--- src/rtl/vcomp_pkg.sv ---
package vcomp_pkg;
  localparam int QUAD_SIZE = 4;
  typedef enum logic {ST_FILL = 1'b0, ST_DRAIN = 1'b1} vc_state_e;
endpackage

--- src/rtl/vcomp_queue.sv ---
module vcomp_queue #(
  parameter int DEPTH  = 4,
  parameter int LANES  = 16,
  parameter int TID_W  = 8,
  parameter int SLOT_W = 2
) (
  input  logic                         clk_i,
  input  logic                         rst_ni,
  input  logic                         wr_en_i,
  input  logic [SLOT_W-1:0]            wr_slot_i,
  input  logic [LANES-1:0]             wr_vld_i,
  input  logic [LANES*TID_W-1:0]       wr_tid_i,
  input  logic                         clr_i,
  output logic [DEPTH*LANES-1:0]       vld_o,
  output logic [DEPTH*LANES*TID_W-1:0] tid_o
);
  for (genvar v = 0; v < DEPTH; v++) begin : g_slot
    logic hit;
    assign hit = wr_en_i && (wr_slot_i == SLOT_W'(v));

    always_ff @(posedge clk_i or negedge rst_ni) begin
      if (!rst_ni)    vld_o[v*LANES +: LANES] <= '0;
      else if (clr_i) vld_o[v*LANES +: LANES] <= '0;
      else if (hit)   vld_o[v*LANES +: LANES] <= wr_vld_i;
    end

    always_ff @(posedge clk_i or negedge rst_ni) begin
      if (!rst_ni)  tid_o[v*LANES*TID_W +: LANES*TID_W] <= '0;
      else if (hit) tid_o[v*LANES*TID_W +: LANES*TID_W] <= wr_tid_i;
    end
  end
endmodule

--- src/rtl/vcomp_rank.sv ---
module vcomp_rank
  import vcomp_pkg::*;
#(
  parameter int DEPTH     = 4,
  parameter int NUM_QUADS = 4,
  parameter int RANK_W    = 5,
  localparam int LANES    = NUM_QUADS * QUAD_SIZE
) (
  input  logic [DEPTH*LANES-1:0]        vld_i,
  output logic [DEPTH*LANES*RANK_W-1:0] rank_o,
  output logic [QUAD_SIZE*RANK_W-1:0]   cnt_o
);
  // per quad position: running count in slot-major, quad-minor order
  for (genvar p = 0; p < QUAD_SIZE; p++) begin : g_pos
    always_comb begin
      logic [RANK_W-1:0] acc;
      acc = '0;
      for (int v = 0; v < DEPTH; v++) begin
        for (int q = 0; q < NUM_QUADS; q++) begin
          rank_o[(v*LANES + q*QUAD_SIZE + p)*RANK_W +: RANK_W] = acc;
          if (vld_i[v*LANES + q*QUAD_SIZE + p]) acc = acc + RANK_W'(1);
        end
      end
      cnt_o[p*RANK_W +: RANK_W] = acc;
    end
  end
endmodule

--- src/rtl/vcomp_select.sv ---
module vcomp_select
  import vcomp_pkg::*;
#(
  parameter int DEPTH     = 4,
  parameter int NUM_QUADS = 4,
  parameter int TID_W     = 8,
  parameter int RANK_W    = 5,
  parameter int SLOT_W    = 2,
  parameter int OUT_W     = 3,
  localparam int LANES    = NUM_QUADS * QUAD_SIZE
) (
  input  logic [DEPTH*LANES-1:0]        vld_i,
  input  logic [DEPTH*LANES*TID_W-1:0]  tid_i,
  input  logic [DEPTH*LANES*RANK_W-1:0] rank_i,
  input  logic [OUT_W-1:0]              out_idx_i,
  output logic [LANES-1:0]              lane_vld_o,
  output logic [LANES*TID_W-1:0]        lane_tid_o,
  output logic [LANES*SLOT_W-1:0]       lane_src_o
);
  for (genvar oq = 0; oq < NUM_QUADS; oq++) begin : g_oq
    for (genvar p = 0; p < QUAD_SIZE; p++) begin : g_pos
      localparam int OL = oq*QUAD_SIZE + p;
      logic              s_vld;
      logic [TID_W-1:0]  s_tid;
      logic [SLOT_W-1:0] s_src;
      logic [RANK_W-1:0] target;

      assign target = RANK_W'(int'(out_idx_i) * NUM_QUADS + oq);

      // only candidates at the same quad position are considered
      always_comb begin
        s_vld = 1'b0;
        s_tid = '0;
        s_src = '0;
        for (int v = 0; v < DEPTH; v++) begin
          for (int q = 0; q < NUM_QUADS; q++) begin
            if (vld_i[v*LANES + q*QUAD_SIZE + p] &&
                rank_i[(v*LANES + q*QUAD_SIZE + p)*RANK_W +: RANK_W] == target) begin
              s_vld = 1'b1;
              s_tid = tid_i[(v*LANES + q*QUAD_SIZE + p)*TID_W +: TID_W];
              s_src = SLOT_W'(v);
            end
          end
        end
      end

      assign lane_vld_o[OL]                 = s_vld;
      assign lane_tid_o[OL*TID_W +: TID_W]  = s_tid;
      assign lane_src_o[OL*SLOT_W +: SLOT_W] = s_src;
    end
  end
endmodule

--- src/rtl/quad_compactor.sv ---
module quad_compactor
  import vcomp_pkg::*;
#(
  parameter int NUM_QUADS = 4,
  parameter int DEPTH     = 4,
  parameter int TID_W     = 8,
  localparam int LANES    = NUM_QUADS * QUAD_SIZE,
  localparam int SLOT_W   = (DEPTH > 1) ? $clog2(DEPTH) : 1,
  localparam int CNT_W    = $clog2(DEPTH + 1),
  localparam int RANK_W   = $clog2(DEPTH*NUM_QUADS + 1),
  localparam int OUT_W    = $clog2(DEPTH + 1)
) (
  input  logic                    clk_i,
  input  logic                    rst_ni,
  input  logic                    in_valid_i,
  input  logic [LANES-1:0]        in_lane_vld_i,
  input  logic [LANES*TID_W-1:0]  in_tid_i,
  input  logic                    flush_i,
  output logic                    in_ready_o,
  output logic                    out_valid_o,
  output logic [LANES-1:0]        out_lane_vld_o,
  output logic [LANES*TID_W-1:0]  out_tid_o,
  output logic [LANES*SLOT_W-1:0] out_src_o,
  output logic                    free_o,
  output logic [DEPTH-1:0]        free_mask_o
);
  vc_state_e               state_q;
  logic [CNT_W-1:0]        fill_q, fill_nxt;
  logic [OUT_W-1:0]        out_idx_q, n_out;
  logic                    accept, fire, last;
  logic [DEPTH*LANES-1:0]  q_vld;
  logic [DEPTH*LANES*TID_W-1:0]  q_tid;
  logic [DEPTH*LANES*RANK_W-1:0] rank;
  logic [QUAD_SIZE*RANK_W-1:0]   pos_cnt;
  logic [RANK_W-1:0]       max_cnt;

  assign in_ready_o = (state_q == ST_FILL);
  assign accept     = in_valid_i && in_ready_o;
  assign fill_nxt   = fill_q + CNT_W'(accept);
  assign fire       = in_ready_o &&
                      (fill_nxt == CNT_W'(DEPTH) || (flush_i && fill_nxt != '0));
  assign last       = (state_q == ST_DRAIN) &&
                      ((OUT_W+1)'(out_idx_q) + (OUT_W+1)'(1) >= (OUT_W+1)'(n_out));

  vcomp_queue #(
    .DEPTH(DEPTH), .LANES(LANES), .TID_W(TID_W), .SLOT_W(SLOT_W)
  ) u_queue (
    .clk_i     (clk_i),
    .rst_ni    (rst_ni),
    .wr_en_i   (accept),
    .wr_slot_i (fill_q[SLOT_W-1:0]),
    .wr_vld_i  (in_lane_vld_i),
    .wr_tid_i  (in_tid_i),
    .clr_i     (last),
    .vld_o     (q_vld),
    .tid_o     (q_tid)
  );

  vcomp_rank #(
    .DEPTH(DEPTH), .NUM_QUADS(NUM_QUADS), .RANK_W(RANK_W)
  ) u_rank (
    .vld_i  (q_vld),
    .rank_o (rank),
    .cnt_o  (pos_cnt)
  );

  always_comb begin
    max_cnt = '0;
    for (int p = 0; p < QUAD_SIZE; p++)
      if (pos_cnt[p*RANK_W +: RANK_W] > max_cnt) max_cnt = pos_cnt[p*RANK_W +: RANK_W];
  end
  assign n_out = OUT_W'((int'(max_cnt) + NUM_QUADS - 1) / NUM_QUADS);

  vcomp_select #(
    .DEPTH(DEPTH), .NUM_QUADS(NUM_QUADS), .TID_W(TID_W),
    .RANK_W(RANK_W), .SLOT_W(SLOT_W), .OUT_W(OUT_W)
  ) u_select (
    .vld_i      (q_vld),
    .tid_i      (q_tid),
    .rank_i     (rank),
    .out_idx_i  (out_idx_q),
    .lane_vld_o (out_lane_vld_o),
    .lane_tid_o (out_tid_o),
    .lane_src_o (out_src_o)
  );

  assign out_valid_o = (state_q == ST_DRAIN) && (out_idx_q < n_out);
  assign free_o      = last;
  for (genvar s = 0; s < DEPTH; s++) begin : g_free
    assign free_mask_o[s] = last && (CNT_W'(s) < fill_q);
  end

  always_ff @(posedge clk_i or negedge rst_ni) begin
    if (!rst_ni) begin
      state_q   <= ST_FILL;
      fill_q    <= '0;
      out_idx_q <= '0;
    end else if (last) begin
      state_q   <= ST_FILL;
      fill_q    <= '0;
      out_idx_q <= '0;
    end else if (state_q == ST_DRAIN) begin
      out_idx_q <= out_idx_q + OUT_W'(1);
    end else begin
      fill_q <= fill_nxt;
      if (fire) begin
        state_q   <= ST_DRAIN;
        out_idx_q <= '0;
      end
    end
  end
endmodule

--- config.mk ---
export PLATFORM = sky130hd
export DESIGN_NAME = quad_compactor
export DESIGN_NICKNAME = d
export VERILOG_FILES = /design/src/rtl/vcomp_pkg.sv /design/src/rtl/vcomp_queue.sv /design/src/rtl/vcomp_rank.sv /design/src/rtl/vcomp_select.sv /design/src/rtl/quad_compactor.sv
export SDC_FILE = /design/constraint.sdc
export NUM_CORES = 2
export LEC_CHECK = 0
export ABC_AREA = 1
export BUFFER_PORTS_ARGS = -buffer_cell sky130_fd_sc_hd__buf_2
export CORE_MARGIN = 3
export CORE_UTILIZATION = 50
export DETAILED_ROUTE_END_ITERATION = 16
export GPL_TIMING_DRIVEN = 0
export PLACE_DENSITY = 0.7
export SYNTH_ARGS = -nofsm -noshare
export SYNTH_HDL_FRONTEND = slang
export SYNTH_SLANG_ARGS = --single-unit
--- constraint.sdc ---
create_clock -name clk_i -period 23.6 [get_ports clk_i]
set_clock_uncertainty 0.2 [all_clocks]
set_input_delay 4.72 -clock clk_i [delete_from_list [all_inputs] [get_ports clk_i]]
set_output_delay 4.72 -clock clk_i [all_outputs]
set_load 0.005 [all_outputs]
### Yosys cells after proc, flatten, opt, wreduce, memory -nomap -nowiden

Cells that the tools add are included.

| storage, ports and cells | value |
|---|---|
| bits of input ports | 148 |
| output and inout bits | 183 |
| logic and storage cells | 1,407 |
| register bits | 583 |

| cells by class | value |
|---|---|
| bitwise operators | 2 |
| $add $sub $neg | 69 |
| reductions and logical operators | 282 |
| equality and inequality tests | 245 |
| mux-type cells | 788 |
| magnitude comparators | 10 |

Operators by type and width:

| operator | count |
|---|---|
| two-way mux 8 bit | 256 |
| equality test 5 bit | 224 |
| two-way mux 1 bit | 324 |
| two-way mux 5 bit | 64 |
| adder 5 x 1 -> 5 bit, second input constant | 57 |
| logical AND 1 bit | 269 |
| two-way mux 2 bit | 131 |
| two-way mux 16 bit | 8 |
| equality test 1 x 5 -> 1 bit | 16 |
| zero test 5 bit | 4 |
| > comparator 5 bit | 3 |
| two-way mux 3 bit | 5 |
| adder 5 x 2 -> 5 bit, second input constant | 2 |
| adder 1 x 1 -> 2 bit, second input constant | 4 |
| nonzero test 2 bit | 4 |
| subtractor 6 x 1 -> 7 bit, second input constant | 1 |
| adder 3 x 1 -> 3 bit | 2 |
| adder 5 x 3 -> 6 bit, second input constant | 1 |
| < comparator 1 x 3 -> 1 bit, first input constant | 2 |
| < comparator 2 x 3 -> 1 bit, first input constant | 2 |
| nonzero test 3 bit | 2 |
| > comparator 5 x 1 -> 1 bit, second input constant | 1 |
| adder 3 x 1 -> 4 bit, second input constant | 1 |
| equality test 2 bit, second input constant | 2 |
| 11 further kinds | 11 |

### Depth between registers and ports, before layout

| depth | value |
|---|---|
| word-level depth | 47 |
| mapped depth | 93 |
| gate-level depth less buffers | 92 |

### Hierarchy

From an unflattened synthesis, not the netlist that was laid out.

| second synthesis, totals | value |
|---|---|
| cells, all modules | 9,368 |
| area, all modules | 57,644.0 µm² |

By module, submodules not included:

| module | seq. area each (µm²) | area an instance (µm²) | instances | cells an instance |
|---|---|---|---|---|
| vcomp_select | 0.0 | 26,888.3 | 1 | 5,485 |
| vcomp_queue | 14,413.8 | 21,069.0 | 1 | 2,097 |
| vcomp_rank | 0.0 | 8,481.9 | 1 | 1,603 |
| quad_compactor | 175.2 | 1,204.9 | 1 | 183 |

### Worst setup path after synthesis

No wires, ideal clock.

| path | value |
|---|---|
| path type | register to output |
| start point | register u_queue.vld_o[0] |
| end point | output port free_mask_o[0] |
| data required time | 18,680 ps |
| buffers on the path | 1 |
| slack | 4,508 ps |
| data arrival time | 14,172 ps |
| stages on the path, launching flop included | 89 |
| cells stage by stage | dfrtp_1 inv_1 ha_1 inv_1 nand2_2 nand2_2 inv_1 ha_1 nand2_1 nand2_1 ha_1 or2_2 nand2_1 ha_1 or2_2 nand2_1 inv_1 ha_1 [53 not listed] a21oi_1 nor2_1 a2111oi_0 a21oi_1 inv_1 nor2_1 nand2_1 nand2_1 a21oi_1 nand2_1 nand2_1 ha_1 a21boi_0 o21ai_0 o311ai_0 nand2_1 clkbuf_1 a31oi_1 |

| between the ends | value |
|---|---|
| word-level cells in the longest chain between the ends | 47 |

Ends and longest elaborated chain:

| item | line | text |
|---|---|---|
| from (decl) | vcomp_queue.sv:14 | `output logic [DEPTH*LANES-1:0] vld_o,` |
| from (signal, indexed assignment) | vcomp_queue.sv:24 | `else if (hit) vld_o[v*LANES +: LANES] <= wr_vld_i;` |
| two-way mux 1 bit * | vcomp_rank.sv:21 | `if (vld_i[v*LANES + q*QUAD_SIZE + p]) acc = acc + RANK_W'(1);` |
| adder 1 x 1 -> 2 bit | vcomp_rank.sv:21 |  |
| two-way mux 5 bit * | vcomp_rank.sv:21 |  |
| adder 5 x 1 -> 5 bit | vcomp_rank.sv:21 |  |
| two-way mux 5 bit * | vcomp_rank.sv:21 |  |
| adder 5 x 1 -> 5 bit | vcomp_rank.sv:21 |  |
| two-way mux 5 bit * | vcomp_rank.sv:21 |  |
| adder 5 x 1 -> 5 bit | vcomp_rank.sv:21 |  |
| [31 not listed] | n/a |  |
| adder 5 x 3 -> 6 bit * | quad_compactor.sv:72 | `assign n_out = OUT_W'((int'(max_cnt) + NUM_QUADS - 1) / NUM_QUADS);` |
| subtractor 6 x 1 -> 7 bit * | quad_compactor.sv:72 |  |
| OR reduction 2 bit (no line) | n/a |  |
| bitwise AND 1 bit (no line) | n/a |  |
| adder 3 x 1 -> 3 bit (no line) * | n/a |  |
| greater-or-equal comparator 4 x 3 -> 1 bit * | quad_compactor.sv:43 | `((OUT_W+1)'(out_idx_q) + (OUT_W+1)'(1) >= (OUT_W+1)'(n_out));` |
| logical AND 1 bit * | quad_compactor.sv:42 | `assign last = (state_q == ST_DRAIN) &&` |
| logical AND 1 bit * | quad_compactor.sv:90 | `assign free_mask_o[s] = last && (CNT_W'(s) < fill_q);` |
| to (decl) | quad_compactor.sv:25 | `output logic [DEPTH-1:0] free_mask_o` |

Mark *: on every way between the ends. The rest lies on a longest branch, timed or not.

### Worst setup path after layout

Same ends and word-level chain as after synthesis.

==> summary.md <==
| Metric | Value |
|---|---|
| Status | complete, but fails checks |
| Failing checks | max-capacitance violations, max-slew violations |
| CP Max Fanout | 10 |
| CTS buffer count | 75 |
| Routability Congestion | 1.07 |
| Fin crit share | 0.941 |
| Core Box Area | 0.108 mm2 |
| Rows | 120 |
| Antenna violations before repair | 24 |
| Synth async-reset ratio | 1.00 |
| Max cap viols | 1 |
| CTS tree | yes |
| Initial Util | 0.507 |
| Final Hold Viols | 0 |
| Class of the most critical setup path | reg -> out |
| Largest net degree at the start of global routing | 120 |
| CTS Root Cell | clkbuf_16 |
| Top-count cell post-synth | nand2_1 |
| Latest clock arrival within the worst-skew pair | 0.67 ns |
| Reg2reg setup slack | 5.21 ns |
| Ys Warns | 0 |
| Worst reg2reg startpoint | u_queue.vld_o[0] |
| Area grow syn2layout | 11.6% |
| CP startpoint kind | flop |
| CP dominant cell by count | nand2_1 |
| Type of the tightest min-delay check | reg -> reg |
| Hpwl dp | 215000 um |
| Cell count after synthesis | 9018 |
| Peak Freq | 45.0 MHz |
| Fraction of layout cells with a size suffix above 1 | 0.0919 |
| Vias post-DR | 66480 |
| FF-to-FF path depth | 90 |
| Slew headroom | -0.0185 |
| DIE HEIGHT | 337 um |
| First-pass GRT wire length | 392000 um |
| Critical Path End Type | output pin |
| Synthesized net count | 9409 |
| Syn avg cell area | 6.06 um2 |
| Critical Path RT | 18.68 ns |
| Fin crit period | 22.21 ns |
| H-tree Lvls | 3 |
| Seq cells post-synth | 583 |
| Vias in the first global route | 61314 |
| Seq/Total Area, Yosys | 0.267 |
| Arr. time, crit path | 17.29 ns |
| CP max stage cell | dfrtp_1 |
| Dominant cell type by area after synthesis | dfrtp_1 |
| Cell area after synthesis | 0.0546 mm2 |
| RR Endpoint | u_queue.vld_o[54] |
| Clk slew on worst S/H paths | 0.06 ns |
| IO Pins | 331 |
| Main synth FF type | dfrtp_1 |
| Top-area cell type share of the netlist area | 0.267 |
| Die Footprint | 0.113 mm2 |
| Port Buf Inserts | 330 |
| Initial DRT Pass Iterations | 7 |
| Routed WL | 271000 um |
| Total GRT Usage | 0.463 |
| CTS Buffer Depth | 3 |
| Vias per Instance | 6.09 |
| DR WL/cell | 24.8 um |
| RSZ-0062 raised after global routing | no |
| CP Launch Point | u_queue.vld_o[0] |
| Width of the chip | 337 um |
| Overflow after GRT | 0 |
| Post-synth EDFFs | 0 |
| Initial drt markers | 8845 |
| Final nets | 9822 |
| Crit-path max cell delay | 0.46 ns |
| Pins Over Slew Limit | 13 |
| Final setup violation count | 0 |
| CTS Sinks | 583 |
| Worst slew pin tran | 1.53 ns |
| Setup_tns | 0 ns |
| Largest cells by area after synthesis | dfrtp_1 27%, nand2_1 25%, o21ai_0 12% |
| Routed Antenna Nets | 0 |
| Post-synth top cells | 3641 x nand2_1, 1277 x o21ai_0, 833 x inv_1, 741 x nand3_1, 583 x dfrtp_1 |
| Unique cell type count in the Yosys netlist | 57 |
| Drt drc | 0 |
| CP endpoint | free_mask_o[0] |
-- kinds of logic after synthesis --
| kind of cell | share of synthesized area |
|---|---|
| AOI/OAI and AO/OA | 0.161 |
| DFF | 0.267 |
| xor gates and xnor gates | 0.0187 |
| and+or+nand+nor | 0.403 |
| buffers and inverters | 0.0948 |
| adders and majority gates | 0.0556 |
-- placed cells by master, fill, tap and decap left out, types with 15 or more instances in the layout --
master,n
a21oi_1,42
buf_2,376
buf_4,20
buf_6,20
clkbuf_1,286
clkbuf_16,76
clkbuf_8,19
clkinv_1,23
dfrtp_1,583
diode_2,19
ha_1,243
inv_1,833
inv_2,39
nand2_1,3641
nand2_2,99
nand3_1,740
nand3_2,24
nand3b_1,32
nand4_1,241
nor2_1,249
nor2_2,27
nor3_1,35
o211ai_1,157
o21ai_0,1277
o221ai_1,25
o22ai_1,39
o32ai_1,15
or2_2,71
xor2_1,82
-- worst max-delay path: cells and delay by family, from the launching register on --
family	cells	cell delay [ns]
and+or+nand+nor	45	6.43
adders and majority gates	18	5.31
AOI/OAI and AO/OA	13	2.67
buffers and inverters	13	1.71
DFF	1	0.46
-- state kept, by name (all words and copies together) (netlist names) --
register / cells
state_q: 1
out_idx_q: 3
u_queue.vld_o: 64
u_queue.tid_o: 512
fill_q: 3
-- how the worst min path moves through the flow --
stage / from / to / slack [ns] / depth (start not counted)
floorplan: u_queue.tid_o[10] / u_queue.tid_o[10] / 0.25 / 2
finish: u_queue.tid_o[0] / u_queue.tid_o[0] / 0.29 / 2
CTS: u_queue.tid_o[16] / u_queue.tid_o[16] / 0.29 / 2
global placement: u_queue.tid_o[16] / u_queue.tid_o[16] / 0.27 / 2
detailed placement: u_queue.tid_o[16] / u_queue.tid_o[16] / 0.28 / 2
global route: u_queue.tid_o[16] / u_queue.tid_o[16] / 0.31 / 2
-- metrics by stage --
step | util | cells | worst slack, ns | hold WS, ns | instance area, um2
finish | 0.566 | 10913 | 1.39 | 0.293 | 61000
global route | 0.565 | 10894 | 0.107 | 0.307 | 60900
CTS | 0.565 | 10894 | 0.915 | 0.291 | 60900
detailed placement | 0.540 | 10757 | 1.73 | 0.278 | 58200
global placement | 0.538 | 10751 | 1.91 | 0.270 | 58000
floorplan | - | 9018 | 4.51 | 0.253 | 54600
-- cell type report --
cell class              instances  area, um2
fillers                     11032      46800
multi-input cells            7151      34900
flip-flops and latches        583      14600
inverters                     895       3360
clock buffers                  94       2090
plain buffers                 389       1830
repair buffers                336       1810
well taps                    1403       1760
clock inverters                43        603
diodes                         19       47.5
-- routing by layer --
layer / vias to the layer above / wire length [um] / track usage
li1: 30225 / - / -
met1: 30749 / 102000 / 0.591
met5: - / 214 / 0.00979
met2: 4578 / 112000 / 0.681
met4: 12 / 19800 / 0.289
met3: 916 / 36300 / 0.141
-- timing repair --
item / 4_1_cts / 5_1_grt
buffers inserted: 0 / 0
gates resized for setup: 0 / 6
endpoints found under the setup margin: 0 / 6
hold buffers: 0 / 0
Power is not shown: default switching activity piles up to over one toggle a cycle in this logic, so the estimate is an artifact.
